### src/rtl/sce_pkg.sv
package sce_pkg;
    localparam int START_BIT = 31;
    localparam int WNR_BIT   = 27;
    localparam int ADDR_LSB  = 24;

    typedef enum logic [1:0] {
        ST_IDLE   = 2'd0,
        ST_SHIFT  = 2'd1,
        ST_STROBE = 2'd2
    } sce_state_e;
endpackage

### src/rtl/sce_bitclk.sv
module sce_bitclk #(
    parameter int HALF  = 2,
    parameter int NBITS = 28,
    localparam int PH_W  = (2 * HALF > 1) ? $clog2(2 * HALF) : 1,
    localparam int BIT_W = $clog2(NBITS + 1)
) (
    input  logic             clk,
    input  logic             rst_n,
    input  logic             start,
    input  logic             run,
    output logic             sclk,
    output logic             bit_end,
    output logic             rise,
    output logic             last,
    output logic [BIT_W-1:0] bit_idx
);
    typedef struct packed {
        logic [PH_W-1:0]  ph;
        logic [BIT_W-1:0] bitn;
    } tmr_t;

    tmr_t d, q;

    always_comb begin
        d = q;
        if (start) begin
            d.ph   = '0;
            d.bitn = '0;
        end else if (run) begin
            if (q.ph == PH_W'(2 * HALF - 1)) begin
                d.ph   = '0;
                d.bitn = q.bitn + 1'b1;
            end else begin
                d.ph = q.ph + 1'b1;
            end
        end
    end

    always_ff @(posedge clk or negedge rst_n) begin
        if (!rst_n) q <= '0;
        else        q <= d;
    end

    assign sclk    = run && (q.ph >= PH_W'(HALF));
    assign bit_end = run && (q.ph == PH_W'(2 * HALF - 1));
    assign rise    = run && (q.ph == PH_W'(HALF - 1));
    assign last    = bit_end && (q.bitn == BIT_W'(NBITS - 1));
    assign bit_idx = q.bitn;
endmodule

### src/rtl/sce_shifter.sv
module sce_shifter #(
    parameter int NBITS  = 28,
    parameter int DATA_W = 24
) (
    input  logic              clk,
    input  logic              rst_n,
    input  logic              load,
    input  logic [NBITS-1:0]  load_word,
    input  logic              shift_tx,
    input  logic              shift_rx,
    input  logic              sdi,
    output logic              tx_msb,
    output logic [DATA_W-1:0] rx_word
);
    typedef struct packed {
        logic [NBITS-1:0]  tx;
        logic [DATA_W-1:0] rx;
    } shf_t;

    shf_t d, q;

    always_comb begin
        d = q;
        if (load) begin
            d.tx = load_word;
            d.rx = '0;
        end else begin
            if (shift_tx) d.tx = {q.tx[NBITS-2:0], 1'b0};
            if (shift_rx) d.rx = {q.rx[DATA_W-2:0], sdi};
        end
    end

    always_ff @(posedge clk or negedge rst_n) begin
        if (!rst_n) q <= '0;
        else        q <= d;
    end

    assign tx_msb  = q.tx[NBITS-1];
    assign rx_word = q.rx;
endmodule

### src/rtl/ser_cmd_engine.sv
module ser_cmd_engine
    import sce_pkg::*;
#(
    parameter int HALF   = 2,
    parameter int ADDR_W = 3,
    parameter int DATA_W = 24,
    localparam int NBITS = 1 + ADDR_W + DATA_W,
    localparam int BIT_W = $clog2(NBITS + 1)
) (
    input  logic              clk,
    input  logic              rst_n,
    input  logic              cmd_wr,
    input  logic [31:0]       cmd_wdata,
    input  logic              dis_wr,
    input  logic              dis_wdata,
    output logic [1:0]        stat,
    output logic [DATA_W-1:0] rd_data,
    output logic              rd_valid,
    output logic              link_sclk,
    output logic              link_sdo,
    input  logic              link_sdi,
    output logic              link_stb
);
    typedef struct packed {
        sce_state_e        st;
        logic              wnr;
        logic              dis;
        logic [DATA_W-1:0] rdata;
        logic              rvalid;
    } ctl_t;

    ctl_t d, q;

    logic             accept;
    logic             wnr_in;
    logic [NBITS-1:0] frame;
    logic             run;
    logic             sclk_raw, bit_end, rise, last;
    logic [BIT_W-1:0] bit_idx;
    logic             tx_msb;
    logic [DATA_W-1:0] rx_word;
    logic             cmd_unused;

    assign cmd_unused = &{1'b0, cmd_wdata[30:28]};

    assign wnr_in = cmd_wdata[WNR_BIT];
    assign accept = cmd_wr && cmd_wdata[START_BIT] && (q.st == ST_IDLE) && !q.dis;
    assign frame  = {wnr_in, cmd_wdata[ADDR_LSB +: ADDR_W],
                     wnr_in ? cmd_wdata[DATA_W-1:0] : {DATA_W{1'b0}}};
    assign run    = (q.st == ST_SHIFT);

    always_comb begin
        d = q;
        if (dis_wr) d.dis = dis_wdata;
        case (q.st)
            ST_IDLE: begin
                if (accept) begin
                    d.st     = ST_SHIFT;
                    d.wnr    = wnr_in;
                    d.rvalid = 1'b0;
                end
            end
            ST_SHIFT: begin
                if (last) d.st = ST_STROBE;
            end
            ST_STROBE: begin
                d.st = ST_IDLE;
                if (!q.wnr) begin
                    d.rdata  = rx_word;
                    d.rvalid = 1'b1;
                end
            end
            default: d.st = ST_IDLE;
        endcase
    end

    always_ff @(posedge clk or negedge rst_n) begin
        if (!rst_n) begin
            q        <= '0;
            q.st     <= ST_IDLE;
            q.dis    <= 1'b1;
        end else begin
            q <= d;
        end
    end

    sce_bitclk #(.HALF(HALF), .NBITS(NBITS)) u_bitclk (
        .clk     (clk),
        .rst_n   (rst_n),
        .start   (accept),
        .run     (run),
        .sclk    (sclk_raw),
        .bit_end (bit_end),
        .rise    (rise),
        .last    (last),
        .bit_idx (bit_idx)
    );

    sce_shifter #(.NBITS(NBITS), .DATA_W(DATA_W)) u_shifter (
        .clk       (clk),
        .rst_n     (rst_n),
        .load      (accept),
        .load_word (frame),
        .shift_tx  (bit_end),
        .shift_rx  (rise && !q.wnr && (bit_idx >= BIT_W'(1 + ADDR_W))),
        .sdi       (link_sdi),
        .tx_msb    (tx_msb),
        .rx_word   (rx_word)
    );

    assign stat      = {!q.dis, q.st != ST_IDLE};
    assign rd_data   = q.rdata;
    assign rd_valid  = q.rvalid;
    assign link_sclk = sclk_raw;
    assign link_sdo  = run && tx_msb;
    assign link_stb  = (q.st == ST_STROBE);
endmodule

### config.mk
export PLATFORM = sky130hd
export DESIGN_NAME = ser_cmd_engine
export DESIGN_NICKNAME = d
export VERILOG_FILES = /design/src/rtl/sce_pkg.sv /design/src/rtl/sce_bitclk.sv /design/src/rtl/sce_shifter.sv /design/src/rtl/ser_cmd_engine.sv
export SDC_FILE = /design/constraint.sdc
export NUM_CORES = 1
export LEC_CHECK = 0
export BUFFER_PORTS_ARGS = -buffer_cell sky130_fd_sc_hd__buf_2
export CORE_MARGIN = 5
export CORE_UTILIZATION = 40
export DETAILED_ROUTE_END_ITERATION = 7
export PLACE_DENSITY = 0.62
export SLEW_MARGIN = 5
export SYNTH_ARGS = -nofsm -noshare
export SYNTH_HDL_FRONTEND = slang
export SYNTH_SLANG_ARGS = --single-unit
### constraint.sdc
create_clock -name clk -period 1.9 [get_ports clk]
set_input_delay 0 -clock clk [delete_from_list [all_inputs] [get_ports clk]]
set_output_delay 0 -clock clk [all_outputs]
set_load 0.02 [all_outputs]
==> qor.yml, run 1 <==
critical_path:
  path_buf_inv: 1
  critPathSlowestCell: "dfrtp_1"
  regToRegStartpoint: "u_bitclk.q[5]"
  cp-end-kind: "register"
  cp.required_ns: 2.14
  startpoint_type: "register"
  cp_top_family: "multiplexers"
  rrSetupSlack_ns: 0.11
  path_cells: "ha_1 -> nand3b_1 -> buf_6 -> mux2_1 -> mux2_2"
  arrival_ns: 2.04
  cp_max_fo: 31
  worst-setup-path-type: "reg2reg"
  worst_path_largest_cell_delay_ns: 0.39
  r2r-end: "u_shifter.tx_msb"
  r2r_cells: 5
grt:
  antenna_found_initial: 0
  grt_pass1_vias: 3235
  grt_max_degree: 49
  grt_usage: 0.148
  grt_remaining_overflow: 0
  grt_pass1_wl_um: 15700
finish:
  n_fill_cell: 951
  nNetsFinal: 505
  drive_gt1_frac: 0.302
  area_growth_pct: 20.0
  diodes: 0
sta:
  rsz0062_at_grt: "no"
  worst_slack_ns: 0.105
  slew_headroom: 0.606
  final.setup.tns_ns: 0
  skew_ns: 0.0197
  holdWs_ns: 0.116
  max_freq_ghz: 0.557
  fin_crit_sh: 0.945
  slew_viol_final: 0
  setup_viol: 0
  hold_viol: 0
  tightestPinTransition_ns: 0.590
  fin_crit_ns: 1.79
yosys:
  synth_edf_count: 0
  synth_area_um2: 4290
  syn-instance-count: 393
  ys_warn_count: 0
  syn_nets: 436
  synthArstFlopShare: 1.00
  synthFlopType: "dfrtp_1"
  post_synth.cell_area_avg_um2: 10.9
  seq_area_frac_synth: 0.513
  ys_ff_latch: 88
  ys_types: 42
die:
  die_x_um: 114
  die_area_um2: 12900
  io_pins: 68
  coreArea_um2: 10400
  start_util: 0.412
  rows: 37
  die_y_um: 114
placement:
  io_buffers: 64
  dpl.hpwl_um: 5530
  dpl_worst_slack_ns: -0.0785
  finalWeightedCongestion: 0.736
detailed_routing:
  ant_nets: 0
  vias: 3097
  avgRoutedWirePerCell_um: 15.1
  drc: 0
  drt-total-wl_um: 9120
  via_per_inst: 5.14
  drtIter0Drc: 117
  first_pass_iters: 4
min_path:
  min_path_type: "in2reg"
  hp-start: "cmd_wdata[27]"
  holdPathEnd: "u_shifter.q[24]"
  whs_path_depth: 3
power:
  leakage_uw: 0.00249
  ir_worst_vdd_mv: 0.550
  power_density_nw_per_um2: 1270
clocking:
  cts.sinks: 88
  worstSkewPairLatency_ns: 0.36
  cts_buffers: 9
  cts_tree: "done"
  clockBufferDepth: 2
  clkTransAtPathRegs_ns: 0.09
  h-tree-depth: 3
  ctsRootBufferMaster: "clkbuf_8"
outcome:
  status: "completed"
run:
  cap_violations: 0
[kinds of logic after synthesis]
group / count (synthesis) / synth area share
AO/OA/AOI/OAI: 85 / 0.157
XOR/XNOR: 2 / 0.00408
adder cells (fa/ha/maj): 5 / 0.0146
buffers and inverters: 81 / 0.105
flip-flops: 88 / 0.513
multiplexers: 30 / 0.0944
AND/OR/NAND/NOR: 102 / 0.112
[how the worst max path moves through the flow]
stage / from / to / slack (ns) / depth (start not counted)
2_1_floorplan: q[28] / rd_data[0] / 0.32 / 5
3_3_place_gp: q[25] / u_shifter.q[26] / -0.03 / 3
3_5_place_dp: q[25] / u_shifter.q[26] / -0.08 / 3
4_1_cts: u_bitclk.q[5] / u_shifter.tx_msb / 0.009 / 5
5_1_grt: u_bitclk.q[5] / u_shifter.tx_msb / 0.03 / 5
6_report: u_bitclk.q[5] / u_shifter.tx_msb / 0.11 / 5
[area by class of cell]
cell class,count,area (µm²),area share
repair buffers,108,772,0.150
multi-input cells,225,1670,0.324
clock inverters,7,101,0.0197
clock buffers,9,124,0.0240
well taps,136,170,0.0330
inverters,30,113,0.0218
flip-flops and latches,88,2200,0.428
[metal layers]
layer  track usage  wire [µm]
met1         0.188       4050
met4        0.0288         85
met2         0.249       4440
met5             0          0
met3        0.0477        551
[registers in the layout, summed over array words and instances (netlist names)]
name	flops
q	4
rd_data	24
rd_valid	1
u_bitclk.bit_idx	5
u_bitclk.q	2
u_shifter.q	27
u_shifter.rx_word	24
u_shifter.tx_msb	1
[power breakdown]
part / total [µW] / internal [µW] / switching, µW
Clock: 1470 / 752 / 713
Combinational: 2290 / 1020 / 1270
Sequential: 2770 / 2410 / 361
Total: 6530 / 4180 / 2350
[through the flow]
step | power (µW) | utilization | std cells | instance area [µm²]
after floorplan | 4440 | - | 393 | 4290
after global placement | 4910 | 0.441 | 555 | 4600
after detailed placement | 5010 | 0.441 | 555 | 4600
after CTS | 6580 | 0.494 | 603 | 5150
after global routing | 6980 | 0.495 | 603 | 5150
final | 6530 | 0.495 | 603 | 5150
[synth_stat cells, types with 3 or more instances]
library cell,number,share of area
nor2_1,29,0.025
o21ai_1,4,0.0047
clkbuf_1,9,0.0079
ha_1,5,0.015
mux2_4,19,0.066
a221oi_1,3,0.0061
a221oi_2,20,0.070
nand3_1,26,0.030
dfrtp_1,87,0.51
o21ai_0,25,0.029
a21oi_1,26,0.030
nand2_1,28,0.024
inv_1,29,0.025
or3_1,3,0.0044
mux2i_1,3,0.0070
buf_4,27,0.047
buf_6,4,0.010
mux2_1,7,0.018
buf_2,11,0.013
[worst register-to-register path, stage by stage (launching register included)]
cell	delay [ns]
dfrtp_1	0.39
ha_1	0.21
nand3b_1	0.20
buf_6	0.29
mux2_1	0.35
mux2_2	0.25
[placed cells by master (no fill, tap or decap), types with 2 or more instances in the layout]
master	count
buf_12	3
a21oi_1	26
bufinv_16	2
nor2_1	29
a21boi_4	2
or3_1	3
nand3b_1	2
nand3_1	26
inv_6	2
nand2_1	28
a221o_1	2
clkinvlp_4	2
a221oi_2	20
buf_4	10
ha_1	5
o21ai_0	25
clkbuf_8	9
dfrtp_1	87
a221oi_1	3
inv_1	29
mux2_1	7
o21ai_1	4
a22o_1	2
dlygate4sd3_1	31
mux2i_1	3
buf_2	63
mux2_4	19
[repair_timing]
action,in CTS,in global routing
pin swaps,1,0
setup buffers,0,0
hold endpoints to repair,69,0
endpoints found under the setup margin,14,1
hold buffers,31,0
gates cloned,1,0
gates resized for setup,1,1
Power figures use the tool's default switching activity.
==> inputs of run 2 (changes only) <==
--- a/config.mk
+++ b/config.mk
@@ -11,4 +11,5 @@
 export DETAILED_ROUTE_END_ITERATION = 7
 export PLACE_DENSITY = 0.62
+export RECOVER_POWER = 100
 export SLEW_MARGIN = 5
 export SYNTH_ARGS = -nofsm -noshare
==> constraint.sdc (replaced) <==
create_clock -name clk -period 1.9 [get_ports clk]
set_input_delay 0 -clock clk [delete_from_list [all_inputs] [get_ports clk]]
set_output_delay 0 -clock clk [all_outputs]
set_load 0.1 [all_outputs]
==> qor.yml, run 2 (synthesis gave the netlist of run 1 again) <==
clocking:
  h-tree-depth: 3  # unchanged
  worstSkewPairLatency_ns: 0.36  # about the same
  cts_buffers: 9  # unchanged
  cts.sinks: 88  # unchanged
  clockBufferDepth: 2  # unchanged
  cts_tree: "done"  # unchanged
  ctsRootBufferMaster: "clkbuf_8"  # unchanged
  clkTransAtPathRegs_ns: 0.09  # about the same
  post_cts_buffers: 0  # unchanged
finish:
  layout_commonest_cell: "dfrtp_1"  # unchanged
  drive_gt1_frac: 0.176  # was 0.302
  layout_common_cells: "dfrtp_1 (86), buf_2 (34), dlygate4sd3_1 (31)"  # was dfrtp_1 (87), buf_2 (63), dlygate4sd3_1 (31)
  nNetsFinal: 505  # unchanged
  regMostFlops: "u_shifter.q"  # unchanged
  largest_reg_flops: 27  # unchanged
  diodes: 0  # unchanged
  area_growth_pct: 14.0  # was 20.0%
  final_util: 0.470  # was 0.495
sta:
  worst_slack_ns: 0.0929  # was 0.105 ns
  setup_viol: 0  # unchanged
  slew_viol_final: 0  # unchanged
  fin_crit_ns: 1.81  # was 1.79 ns
  skew_ns: 0.00541  # was 0.0197 ns
  max_freq_ghz: 0.553  # was 0.557 GHz
  tightestPinTransition_ns: 1.28  # was 0.590 ns
  slew_headroom: 0.146  # was 0.606
  fin_crit_sh: 0.951  # was 0.945
  rsz0062_at_grt: "no"  # unchanged
  hold_viol: 0  # unchanged
critical_path:
  worst-setup-path-type: "reg2reg"  # unchanged
  cp-end-kind: "register"  # unchanged
  cp.required_ns: 2.16  # was 2.14 ns
  crit_start: "u_bitclk.q[5]"  # unchanged
  regToRegStartpoint: "u_bitclk.q[5]"  # unchanged
  cp_max_fo: 31  # unchanged
  startpoint_type: "register"  # unchanged
  arrival_ns: 2.06  # was 2.04 ns
grt:
  grt_max_degree: 51  # was 49
  grt_remaining_overflow: 0  # unchanged
  grt_usage: 0.145  # was 0.148
  grt_pass1_wl_um: 15200  # was 15700 µm
  antenna_found_initial: 0  # unchanged
  grt_pass1_vias: 3000  # was 3235
die:
  start_util: 0.412  # unchanged
  coreArea_um2: 10400  # unchanged
  io_pins: 68  # unchanged
  die_area_um2: 12900  # unchanged
  die_x_um: 114  # unchanged
  die_y_um: 114  # unchanged
  rows: 37  # unchanged
detailed_routing:
  avgRoutedWirePerCell_um: 14.9  # was 15.1 µm
  drc: 0  # unchanged
  vias: 3003  # was 3097
  drt-total-wl_um: 8970  # was 9120 µm
  via_per_inst: 4.98  # was 5.14
  ant_nets: 0  # unchanged
  first_pass_iters: 4  # unchanged
  drtIter0Drc: 148  # was 117
power:
  ir_worst_vdd_mv: 0.645  # was 0.550 mV
  leakage_uw: 0.00234  # was 0.00249 µW
  power_density_nw_per_um2: 1320  # was 1270 nW/µm²
  power.total_uw: 6440  # was 6530 µW
run:
  cap_violations: 0  # unchanged
placement:
  finalWeightedCongestion: 0.716  # was 0.736
  dpl_worst_slack_ns: -0.0916  # was -0.0785 ns
  dpl.hpwl_um: 5530  # about the same
  io_buffers: 64  # unchanged
min_path:
  min_path_type: "in2reg"  # unchanged
  hp-start: "cmd_wdata[27]"  # unchanged
outcome:
  status: "completed"  # unchanged
## run 2: timing repair
action | 4_1_cts | 5_1_grt
endpoints found under the setup margin | 25 | 2
gates cloned | 1 | 0
pin swaps | 1 | 0
hold buffers | 31 | 0
endpoints found under the hold margin | 76 | 0
gates resized for setup | 1 | 2
## run 2: cell type report
class / count / area (µm²)
well taps: 136 / 170
repair buffers: 108 / 708
inverters: 30 / 113
multi-input cells: 225 / 1500
fillers: 1023 / 5520
flip-flops and latches: 88 / 2200
clock inverters: 7 / 78.8
clock buffers: 9 / 124
## run 2: where the power goes
group	internal, µW	switching [µW]	leakage (µW)
registers	2410	358	0.00111
logic	881	1460	0.00114
clock network	619	714	0.0000925
## run 2: layer usage
layer / vias to the layer above / track usage / wire, µm
met1: 1462 / 0.194 / 4030
met4: 0 / 0.0457 / 119
met2: 72 / 0.230 / 4310
li1: 1458 / - / -
met5: - / 0 / 0
met3: 11 / 0.0371 / 501
## run 2: path summary, 6_finish.rpt
check,depth (start not counted),to,slack (ns)
worst max-delay path,5,u_shifter.tx_msb,0.09
worst min-delay path,3,u_shifter.q[42],0.10
worst max register to register,5,u_shifter.tx_msb,0.09
worst min register to register,1,rd_data[22],0.50
max in group asynchronous,3,rd_data[16],0.36
min in group asynchronous,2,rd_data[1],0.46
## run 2: through the flow
stage / cell area [µm²] / cells / setup TNS (ns) / hold slack [ns]
2_1_floorplan: 4310 / 393 / 0 / -0.296
3_3_place_gp: 4590 / 555 / -0.0913 / 0.0731
3_5_place_dp: 4590 / 555 / -0.422 / 0.0714
4_1_cts: 5120 / 603 / 0 / 0.0821
5_1_grt: 4900 / 603 / 0 / 0.117
6_report: 4900 / 603 / 0 / 0.101
## run 2: worst max-delay path, cell delays in order, from the launching register on
cell      delay [ns]
dfrtp_1         0.39
ha_1            0.22
nand3b_1        0.20
buf_6           0.29
mux2_1          0.34
mux2_2          0.26
